**src/rtl/ecc_gen_pkg.sv**
```systemverilog
package ecc_gen_pkg;
  localparam int unsigned STAT_W      = 8;
  localparam int unsigned STAT_VLD_B  = 6;
  localparam logic [STAT_W-1:0] STAT_VALID = STAT_W'(1 << STAT_VLD_B);

  // index of the final block for a page-size code
  function automatic int unsigned last_blk_of(input logic [1:0] sz, input int unsigned max_blks);
    int unsigned lb;
    case (sz)
      2'd2:    lb = 1;
      2'd3:    lb = 3;
      default: lb = 0;
    endcase
    if (lb > max_blks - 1) lb = max_blks - 1;
    return lb;
  endfunction
endpackage

```
**src/rtl/ecc_byte_term.sv**
```systemverilog
module ecc_byte_term #(
  parameter int unsigned ADDR_W = 9,
  localparam int unsigned HALF_W = ADDR_W + 3
) (
  input  logic [7:0]        byte_i,
  input  logic [ADDR_W-1:0] addr_i,
  output logic [HALF_W-1:0] term_o,
  output logic              ones_odd_o
);
  logic [2:0] idx_x;

  always_comb begin
    idx_x = '0;
    for (int b = 0; b < 8; b++)
      if (byte_i[b]) idx_x = idx_x ^ 3'(b);
  end

  // address contributes once per set bit: survives only for odd popcount
  assign ones_odd_o = ^byte_i;
  assign term_o     = {(ones_odd_o ? addr_i : '0), idx_x};
endmodule

```
**src/rtl/ecc_accum.sv**
```systemverilog
module ecc_accum #(
  parameter int unsigned HALF_W = 12
) (
  input  logic                clk_i,
  input  logic                rst_ni,
  input  logic                clr_i,
  input  logic                take_i,
  input  logic                seal_i,
  input  logic [HALF_W-1:0]   term_i,
  input  logic                ones_i,
  output logic                fin_vld_o,
  output logic [2*HALF_W-1:0] fin_code_o
);
  logic [HALF_W-1:0] odd_q, odd_nxt;
  logic              par_q, par_nxt;

  assign odd_nxt = odd_q ^ term_i;
  assign par_nxt = par_q ^ ones_i;

  always_ff @(posedge clk_i or negedge rst_ni) begin
    if (!rst_ni) begin
      odd_q      <= '0;
      par_q      <= 1'b0;
      fin_vld_o  <= 1'b0;
      fin_code_o <= '0;
    end else if (clr_i) begin
      odd_q      <= '0;
      par_q      <= 1'b0;
      fin_vld_o  <= 1'b0;
    end else begin
      fin_vld_o <= take_i & seal_i;
      if (take_i) begin
        if (seal_i) begin
          odd_q      <= '0;
          par_q      <= 1'b0;
          // complement set: each set bit adds all-ones, so odd total count flips every bit
          fin_code_o <= {odd_nxt ^ {HALF_W{par_nxt}}, odd_nxt};
        end else begin
          odd_q <= odd_nxt;
          par_q <= par_nxt;
        end
      end
    end
  end
endmodule

```
**src/rtl/ecc_seq.sv**
```systemverilog
module ecc_seq
  import ecc_gen_pkg::*;
#(
  parameter int unsigned BLK_BYTES = 512,
  parameter int unsigned MAX_BLKS  = 4,
  localparam int unsigned ADDR_W = $clog2(BLK_BYTES),
  localparam int unsigned BLK_W  = (MAX_BLKS > 1) ? $clog2(MAX_BLKS) : 1
) (
  input  logic              clk_i,
  input  logic              rst_ni,
  input  logic              page_start_i,
  input  logic [1:0]        page_size_i,
  input  logic              valid_i,
  input  logic              last_i,
  output logic              take_o,
  output logic              seal_o,
  output logic [ADDR_W-1:0] addr_o,
  output logic [BLK_W-1:0]  fin_idx_o,
  output logic              active_o
);
  logic [ADDR_W-1:0] addr_q;
  logic [BLK_W-1:0]  blk_q, last_blk_q;
  logic              active_q, blk_full, page_done;

  assign take_o    = active_q & valid_i & ~page_start_i;
  assign blk_full  = (addr_q == ADDR_W'(BLK_BYTES - 1));
  assign seal_o    = take_o & (blk_full | last_i);
  assign page_done = take_o & (last_i | (blk_full & (blk_q == last_blk_q)));
  assign addr_o    = addr_q;
  assign active_o  = active_q;

  always_ff @(posedge clk_i or negedge rst_ni) begin
    if (!rst_ni) begin
      active_q   <= 1'b0;
      addr_q     <= '0;
      blk_q      <= '0;
      last_blk_q <= '0;
      fin_idx_o  <= '0;
    end else if (page_start_i) begin
      active_q   <= 1'b1;
      addr_q     <= '0;
      blk_q      <= '0;
      last_blk_q <= BLK_W'(last_blk_of(page_size_i, MAX_BLKS));
    end else if (take_o) begin
      if (seal_o) begin
        addr_q    <= '0;
        blk_q     <= blk_q + BLK_W'(1);
        fin_idx_o <= blk_q;
      end else begin
        addr_q <= addr_q + ADDR_W'(1);
      end
      if (page_done) active_q <= 1'b0;
    end
  end
endmodule

```
**src/rtl/ecc_stream_gen.sv**
```systemverilog
module ecc_stream_gen
  import ecc_gen_pkg::*;
#(
  parameter int unsigned BLK_BYTES = 512,
  parameter int unsigned MAX_BLKS  = 4,
  localparam int unsigned ADDR_W = $clog2(BLK_BYTES),
  localparam int unsigned HALF_W = ADDR_W + 3,
  localparam int unsigned RES_W  = 2 * HALF_W + STAT_W
) (
  input  logic                             clk_i,
  input  logic                             rst_ni,
  input  logic                             page_start_i,
  input  logic [1:0]                       page_size_i,
  input  logic                             valid_i,
  input  logic [7:0]                       data_i,
  input  logic                             last_i,
  output logic [MAX_BLKS-1:0][RES_W-1:0]   blk_res_o,
  output logic                             busy_o
);
  localparam int unsigned BLK_W = (MAX_BLKS > 1) ? $clog2(MAX_BLKS) : 1;

  logic                take, seal, active, ones_odd, fin_vld;
  logic [ADDR_W-1:0]   addr;
  logic [BLK_W-1:0]    fin_idx;
  logic [HALF_W-1:0]   term;
  logic [2*HALF_W-1:0] fin_code;

  ecc_seq #(.BLK_BYTES(BLK_BYTES), .MAX_BLKS(MAX_BLKS)) u_seq (
    .clk_i, .rst_ni, .page_start_i, .page_size_i, .valid_i, .last_i,
    .take_o(take), .seal_o(seal), .addr_o(addr), .fin_idx_o(fin_idx), .active_o(active)
  );

  ecc_byte_term #(.ADDR_W(ADDR_W)) u_term (
    .byte_i(data_i), .addr_i(addr), .term_o(term), .ones_odd_o(ones_odd)
  );

  ecc_accum #(.HALF_W(HALF_W)) u_acc (
    .clk_i, .rst_ni, .clr_i(page_start_i), .take_i(take), .seal_i(seal),
    .term_i(term), .ones_i(ones_odd), .fin_vld_o(fin_vld), .fin_code_o(fin_code)
  );

  for (genvar g = 0; g < MAX_BLKS; g++) begin : g_slot
    always_ff @(posedge clk_i or negedge rst_ni) begin
      if (!rst_ni)
        blk_res_o[g] <= '0;
      else if (page_start_i)
        blk_res_o[g] <= '0;
      else if (fin_vld && (fin_idx == BLK_W'(g)))
        blk_res_o[g] <= {STAT_VALID, fin_code};
    end
  end

  assign busy_o = active | fin_vld;
endmodule

```
**config.mk**
```make
export PLATFORM = sky130hd
export DESIGN_NAME = ecc_stream_gen
export DESIGN_NICKNAME = d
export VERILOG_FILES = /design/src/rtl/ecc_gen_pkg.sv /design/src/rtl/ecc_byte_term.sv /design/src/rtl/ecc_accum.sv /design/src/rtl/ecc_seq.sv /design/src/rtl/ecc_stream_gen.sv
export SDC_FILE = /design/constraint.sdc
export NUM_CORES = 1
export LEC_CHECK = 0
export ABC_AREA = 1
export BUFFER_PORTS_ARGS = -buffer_cell sky130_fd_sc_hd__buf_2
export CAP_MARGIN = 20
export CELL_PAD_IN_SITES_DETAIL_PLACEMENT = 1
export CELL_PAD_IN_SITES_GLOBAL_PLACEMENT = 2
export CORE_ASPECT_RATIO = 1.1
export CORE_MARGIN = 3
export CORE_UTILIZATION = 35
export CTS_BUF_LIST = sky130_fd_sc_hd__clkbuf_8 sky130_fd_sc_hd__clkbuf_16
export CTS_CLUSTER_DIAMETER = 200
export CTS_CLUSTER_SIZE = 30
export DETAILED_ROUTE_END_ITERATION = 8
export MAX_ROUTING_LAYER = met4
export PLACE_DENSITY_LB_ADDON = 0.1
export RECOVER_POWER = 100
export REMOVE_ABC_BUFFERS = 1
export SYNTH_ARGS = -nofsm -noshare
export SYNTH_HDL_FRONTEND = slang
export SYNTH_SLANG_ARGS = --single-unit
```
**constraint.sdc**
```tcl
create_clock -name clk_i -period 3.3 [get_ports clk_i]
set_input_delay 0.825 -clock clk_i [delete_from_list [all_inputs] [get_ports clk_i]]
set_output_delay 0.825 -clock clk_i [all_outputs]
set_load 0.02 [all_outputs]
```
# Yosys cells after proc, flatten, opt, wreduce, memory -nomap -nowiden
# Cells that the tools add are included.
[word_totals]
regBits = 182
in_bits = 15
output_inout_bits = 129
[classes]
addsub = 2
order_cmp = 1
n_eq_ne = 7
mux = 35
bitwise = 19
n_reduce_logical = 16
[op_table]
columns = ["op", "n"]
rows = [
  ["$mux W32", 9],
  ["$mux W12", 3],
  ["$mux W9", 4],
  ["$gt A32 B2 Y1 const B", 1],
  ["$xor A12 B12 Y12", 2],
  ["$reduce_bool A2 Y1", 7],
  ["$mux W2", 6],
  ["$mux W3", 4],
  ["$add A9 B1 Y9 const B", 1],
  ["$eq A9 B9 Y1 const B", 1],
  ["$eq A2 B2 Y1 const B", 4],
  ["$mux W1", 8],
  ["$reduce_xor A8 Y1", 1],
  ["$and A1 B1 Y1", 6],
  ["$not A2 Y2", 3],
  ["$logic_and A1 B1 Y1", 4],
  ["$pmux W2 S2", 1],
  ["$reduce_and A2 Y1", 2],
  ["$not A3 Y3", 1],
  ["$or A1 B1 Y1", 3],
  ["$reduce_and A3 Y1", 1],
  ["$add A2 B1 Y2 const B", 1],
  ["$eq A2 B1 Y1 const B", 1],
  ["$eq A2 B2 Y1", 1],
  ["other kinds (4)", 5],
]

# Logic depth before layout (Yosys ltp)
[logic_depth]
ltp_word = 15
mapped_depth = 17
mapped_depth_nobuf = 16

# Hierarchy
# A second synthesis with hierarchy kept.
[unflattened]
cells_unflattened = 945
area_unflattened_um2 = 7518.5
[by_module_without_submodules]
columns = ["mod", "n_inst", "cells_each", "area_per_inst_um2", "seq_area_each_um2"]
rows = [
  ["ecc_stream_gen", 1, 522, 4423.0, 2502.4],
  ["ecc_accum", 1, 252, 1875.5, 950.9],
  ["ecc_seq", 1, 105, 863.3, 400.4],
  ["ecc_byte_term", 1, 66, 356.6, 0.0],
]

# Worst setup path after synthesis
# No wires, ideal clock.
[synth_path]
path_type = "register -> register"
startpoint = "register u_seq.addr_q[0], in the netlist u_seq.addr_o[0]"
endpoint = "register u_acc.odd_q[6]"
setup_time_ns = 0.132
arrival_ns = 2.130
t_required_ns = 3.168
path_slack_ns = 1.037
path_stages_with_launch = 18
path_cell_list = "dfrtp_1 ha_1 nand2_1 nor3b_1 inv_1 nor2_1 nand2_1 nor2_1 ha_1 o21a_1 nand2_1 nor2_4 nor2_4 nand2_2 inv_2 buf_4 nand2_1 o21ai_0"
[synth_between]
elab_chain_cells = 6
[synth_lines]
columns = ["item", "line", "rtl"]
rows = [
  ["start, declared", "ecc_seq.sv:21", "logic [ADDR_W-1:0] addr_q;"],
  ["start signal, assigned", "ecc_seq.sv:50", "addr_q <= addr_q + ADDR_W'(1);"],
  ["$eq A9 B9 Y1", "ecc_seq.sv:26", "assign blk_full = (addr_q == ADDR_W'(BLK_BYTES - 1));"],
  ["$or A1 B1 Y1", "ecc_seq.sv:27", "assign seal_o = take_o & (blk_full | last_i);"],
  ["$and A1 B1 Y1", "ecc_seq.sv:27", ""],
  ["$mux W12", "ecc_accum.sv:33", "if (seal_i) begin"],
  ["$mux W12", "ecc_accum.sv:32", "if (take_i) begin"],
  ["$mux W12", "ecc_accum.sv:26", "end else if (clr_i) begin"],
  ["end signal, assigned", "ecc_accum.sv:39", "odd_q <= odd_nxt;"],
  ["end, declared", "ecc_accum.sv:14", "logic [HALF_W-1:0] odd_q, odd_nxt;"],
]
# No other way between the ends. The select of a mux whose other input is x is not followed.
# A chain may end at the register's enable or synchronous reset.

# Final worst setup path
[layout_path]
startpoint = "input port page_start_i"
endpoint = "register blk_res_o[69] in the netlist's numbering"
[layout_between]
elab_chain_cells = 1
word_cells_on_any_way = 2
classes_between = "mux (1); reduce/logical (1)"
[layout_lines]
columns = ["item", "line", "rtl"]
rows = [
  ["start, declared", "ecc_stream_gen.sv:12", "input logic page_start_i,"],
  ["$mux W32 / $reduce_bool A2 Y1 (equally long branches)", "-", ""],
  ["end signal, assigned by index", "ecc_stream_gen.sv:49", "blk_res_o[g] <= {STAT_VALID, fin_code};"],
  ["end, declared", "ecc_stream_gen.sv:17", "output logic [MAX_BLKS-1:0][RES_W-1:0] blk_res_o,"],
]
# Several ways; a longest one is shown, not always the timed one.

==> impl_metrics.ini <==
[power_and_ir_drop]
p_clk_frac = 0.376
switching_share = 0.319
p_switching_mw = 1.63
p_comb_frac = 0.185
pwr-share-seq = 0.438
p_leak_nw = 4.07
pwr_density_cell_nw_per_um2 = 622
max-vdd-ir-drop_uv = 343
power_mw = 5.11
cell_internal_pwr_mw = 3.48

[sta]
fin_skew_ps = 11.2
fin_hold_ws_ps = 504
setup_viol = 0
hold_viol = 0
rsz0062_at_grt = false
finalCriticalPeriod_ps = 2990
relSlewSlack = -0.453
slew_viol_final = 85
fin_crit_sh = 0.905
setup_tns_ps = 0
fmax_mhz = 335
tightestPinTransition_ps = 2180

[yosys]
ys_types = 34
postSynthCellCount = 684
yosysTopAreaCell = dfrtp_1
ys_warn_count = 0
yosys-top-cells-area = dfrtp_1, mux2_2, nand2_1
synth_top_area_share = 0.544
synth_seq_cells = 154
synth_area_um2 = 7090
seq_area_frac_synth = 0.544
avgSynthCellArea_um2 = 10.4

[clocking]
clk_latency_ps = 420
htreeDepth = 4
root_buffer = clkbuf_16
cts_made_buffers = 17
clockBufferDepth = 2
postCtsSetupRepairBufs = 0
clkTransAtPathRegs_ps = 70
cts_tree = yes
cts_hold_buf = 0
cts_num_sinks = 154

[critical_path]
critPathSlowestCell = clkbuf_1
cpLargestDelayFamily = buffers and inverters
start_kind = primary input
cp-end-kind = register
arrival_ps = 3290
cp.required_ps = 3600
slowest_delay_ps = 870
path_cells = buf_2 -> clkinv_1 -> nand2_1 -> clkbuf_1 -> mux2_2
path_class = in2reg
cp.buffers_inverters = 3
cp_max_fo = 17

[outcome]
status = complete, but fails checks
violations = max-capacitance violations, max-slew violations

[detailed_routing]
firstDrtPassIters = 4
viasPerCell = 4.88
drt-total-wl_mm = 18.2
via_count = 5187
drc = 0
wl_per_cell_um = 17.1
ant_nets = 0
drtIter0Drc = 192

[final_layout]
fin_nets = 820
final_area_um2 = 8210
drive_gt1_frac = 0.213
fin_util = 0.421
diodes = 0
area_delta_synth_final_pct = 15.8

[floorplan]
dieArea_um2 = 22000
io_pins = 144
start_util = 0.364
die_w_um = 142
coreArea_um2 = 19500
rows = 53
die_height_um = 155

[grt]
grt-ovfl-total = 0
antenna_found_initial = 0
grt_max_degree = 86
grt_pass1_wl_mm = 29.5
grt_usage = 0.174
first_global_vias = 5570

[placed_design]
numPortBuffers = 115
place_hpwl_mm = 13.0
place_congestion = 0.842
post_dp_cell_area_um2 = 7840

[flow_run]
timing.max_cap.violations = 1

[min_path]
hold_class = reg2reg
==> state kept, by name, indices dropped and copies added, names as in the netlist <==
name / flops
u_acc.fin_code_o: 24
u_acc.odd_q: 12
blk_res_o: 100
u_seq.addr_o: 9
u_seq.active_o: 1
u_seq.blk_q: 2
u_seq.last_blk_q: 2
u_acc.par_q: 1
u_seq.fin_idx_o: 2
u_acc.fin_vld_o: 1
==> power by group through the flow <==
| stage | Sequential [mW] | Combinational (mW) | Clock, mW |
|---|---|---|---|
| 2_1_floorplan | 2.45 | 0.438 | 0 |
| 3_3_place_gp | 2.26 | 0.995 | 0 |
| 3_5_place_dp | 2.27 | 1.03 | 0 |
| 4_1_cts | 2.24 | 1.03 | 1.98 |
| 5_1_grt | 2.27 | 1.05 | 2.07 |
| 6_report | 2.24 | 0.947 | 1.92 |
==> synth_stat cells <==
| master | n |
|---|---|
| nand3_2 | 3 |
| nand4_1 | 19 |
| buf_6 | 4 |
| a21oi_1 | 12 |
| clkbuf_1 | 5 |
| mux2_2 | 96 |
| a31oi_1 | 1 |
| nand3_4 | 2 |
| clkinv_1 | 2 |
| nand3_1 | 38 |
| nor3b_1 | 1 |
| nand2_1 | 136 |
| or2_2 | 1 |
| o21ai_1 | 2 |
| o21ai_0 | 35 |
| o21a_1 | 2 |
| nor2_1 | 33 |
| inv_2 | 6 |
| nand2_2 | 10 |
| xor2_1 | 2 |
| conb_1 | 1 |
| xnor2_1 | 1 |
| nor3_1 | 2 |
| buf_2 | 3 |
| nand2_4 | 3 |
| mux2i_1 | 1 |
| nor2_2 | 1 |
| dfrtp_1 | 154 |
| ha_1 | 2 |
| buf_4 | 40 |
| nor2_4 | 2 |
| inv_1 | 60 |
| a22o_1 | 2 |
| o22ai_1 | 2 |
==> worst paths after layout <==
| check | start | end | slack [ps] | cells after the start |
|---|---|---|---|---|
| worst max-delay path | page_start_i | blk_res_o[69] | 310 | 5 |
| worst min-delay path | u_seq.last_blk_q[1] | u_seq.last_blk_q[1] | 500 | 2 |
| worst max register to register | u_seq.addr_o[0] | u_acc.fin_code_o[19] | 400 | 16 |
| worst min register to register | u_seq.last_blk_q[1] | u_seq.last_blk_q[1] | 500 | 2 |
| max in group asynchronous | rst_ni | blk_res_o[116] | 640 | 2 |
| min in group asynchronous | rst_ni | blk_res_o[118] | 1050 | 1 |
==> cell usage in the layout (no fill, tap or decap), types with 3 or more instances in the layout <==
cell	synthesis	routed
dfrtp_1	154	154
nand2_1	136	141
clkbuf_1	5	103
mux2_2	96	96
inv_1	60	60
nand3_1	38	38
o21ai_0	35	37
nor2_1	33	33
conb_1	1	28
nand4_1	19	19
clkbuf_16	0	17
buf_2	3	13
a21oi_1	12	12
inv_6	0	7
inv_2	6	6
nand2_2	10	5
clkbuf_2	0	5
clkinvlp_4	0	4
nand2_4	3	3
nand3_2	3	3
buf_4	40	3
==> layer usage <==
| layer | routed length [µm] | GRT usage | vias up |
|---|---|---|---|
| met3 | 766 | 0.0350 | 14 |
| met1 | 7660 | 0.207 | 2635 |
| met5 | 0 | - | - |
| met2 | 9490 | 0.300 | 110 |
| li1 | - | - | 2428 |
| met4 | 255 | 0.0507 | 0 |
==> cell type report <==
class	count	area, µm²
fillers	2282	11300
flip-flops and latches	154	3850
multi-input cells	437	2690
repair buffers	125	519
clock buffers	17	425
well taps	247	309
inverters	68	259
clock inverters	15	154
==> through the flow <==
stage | setup slack (ps) | std cells
detailed placement | 345 | 1031
floorplan | 559 | 659
global route | 5.37 | 1063
CTS | 298 | 1063
finish | 314 | 1063
global placement | 402 | 1031
==> cell families (layout without fill, tap and decap cells) <==
kind of cell	Yosys count	count (layout)	share of synthesized area
DFF	154	154	0.544
adders and majority gates	2	2	0.00353
xor gates and xnor gates	3	3	0.00371
buffers and inverters	120	225	0.0895
muxes	97	97	0.154
AOI/OAI and AO/OA	56	56	0.0418
and+or+nand+nor	251	251	0.163
other	1	28	0.000529
==> worst min-delay path, cell delays in order (launching register included) <==
cell     delay, ps
dfrtp_1        360
nand2_1         60
nand2_1         50
==> what timing repair did <==
item                       CTS  global route
setup endpoints to repair    0             9
resized for setup            0             1
hold endpoints to repair     0             0
(Power assumes the default switching activity.)
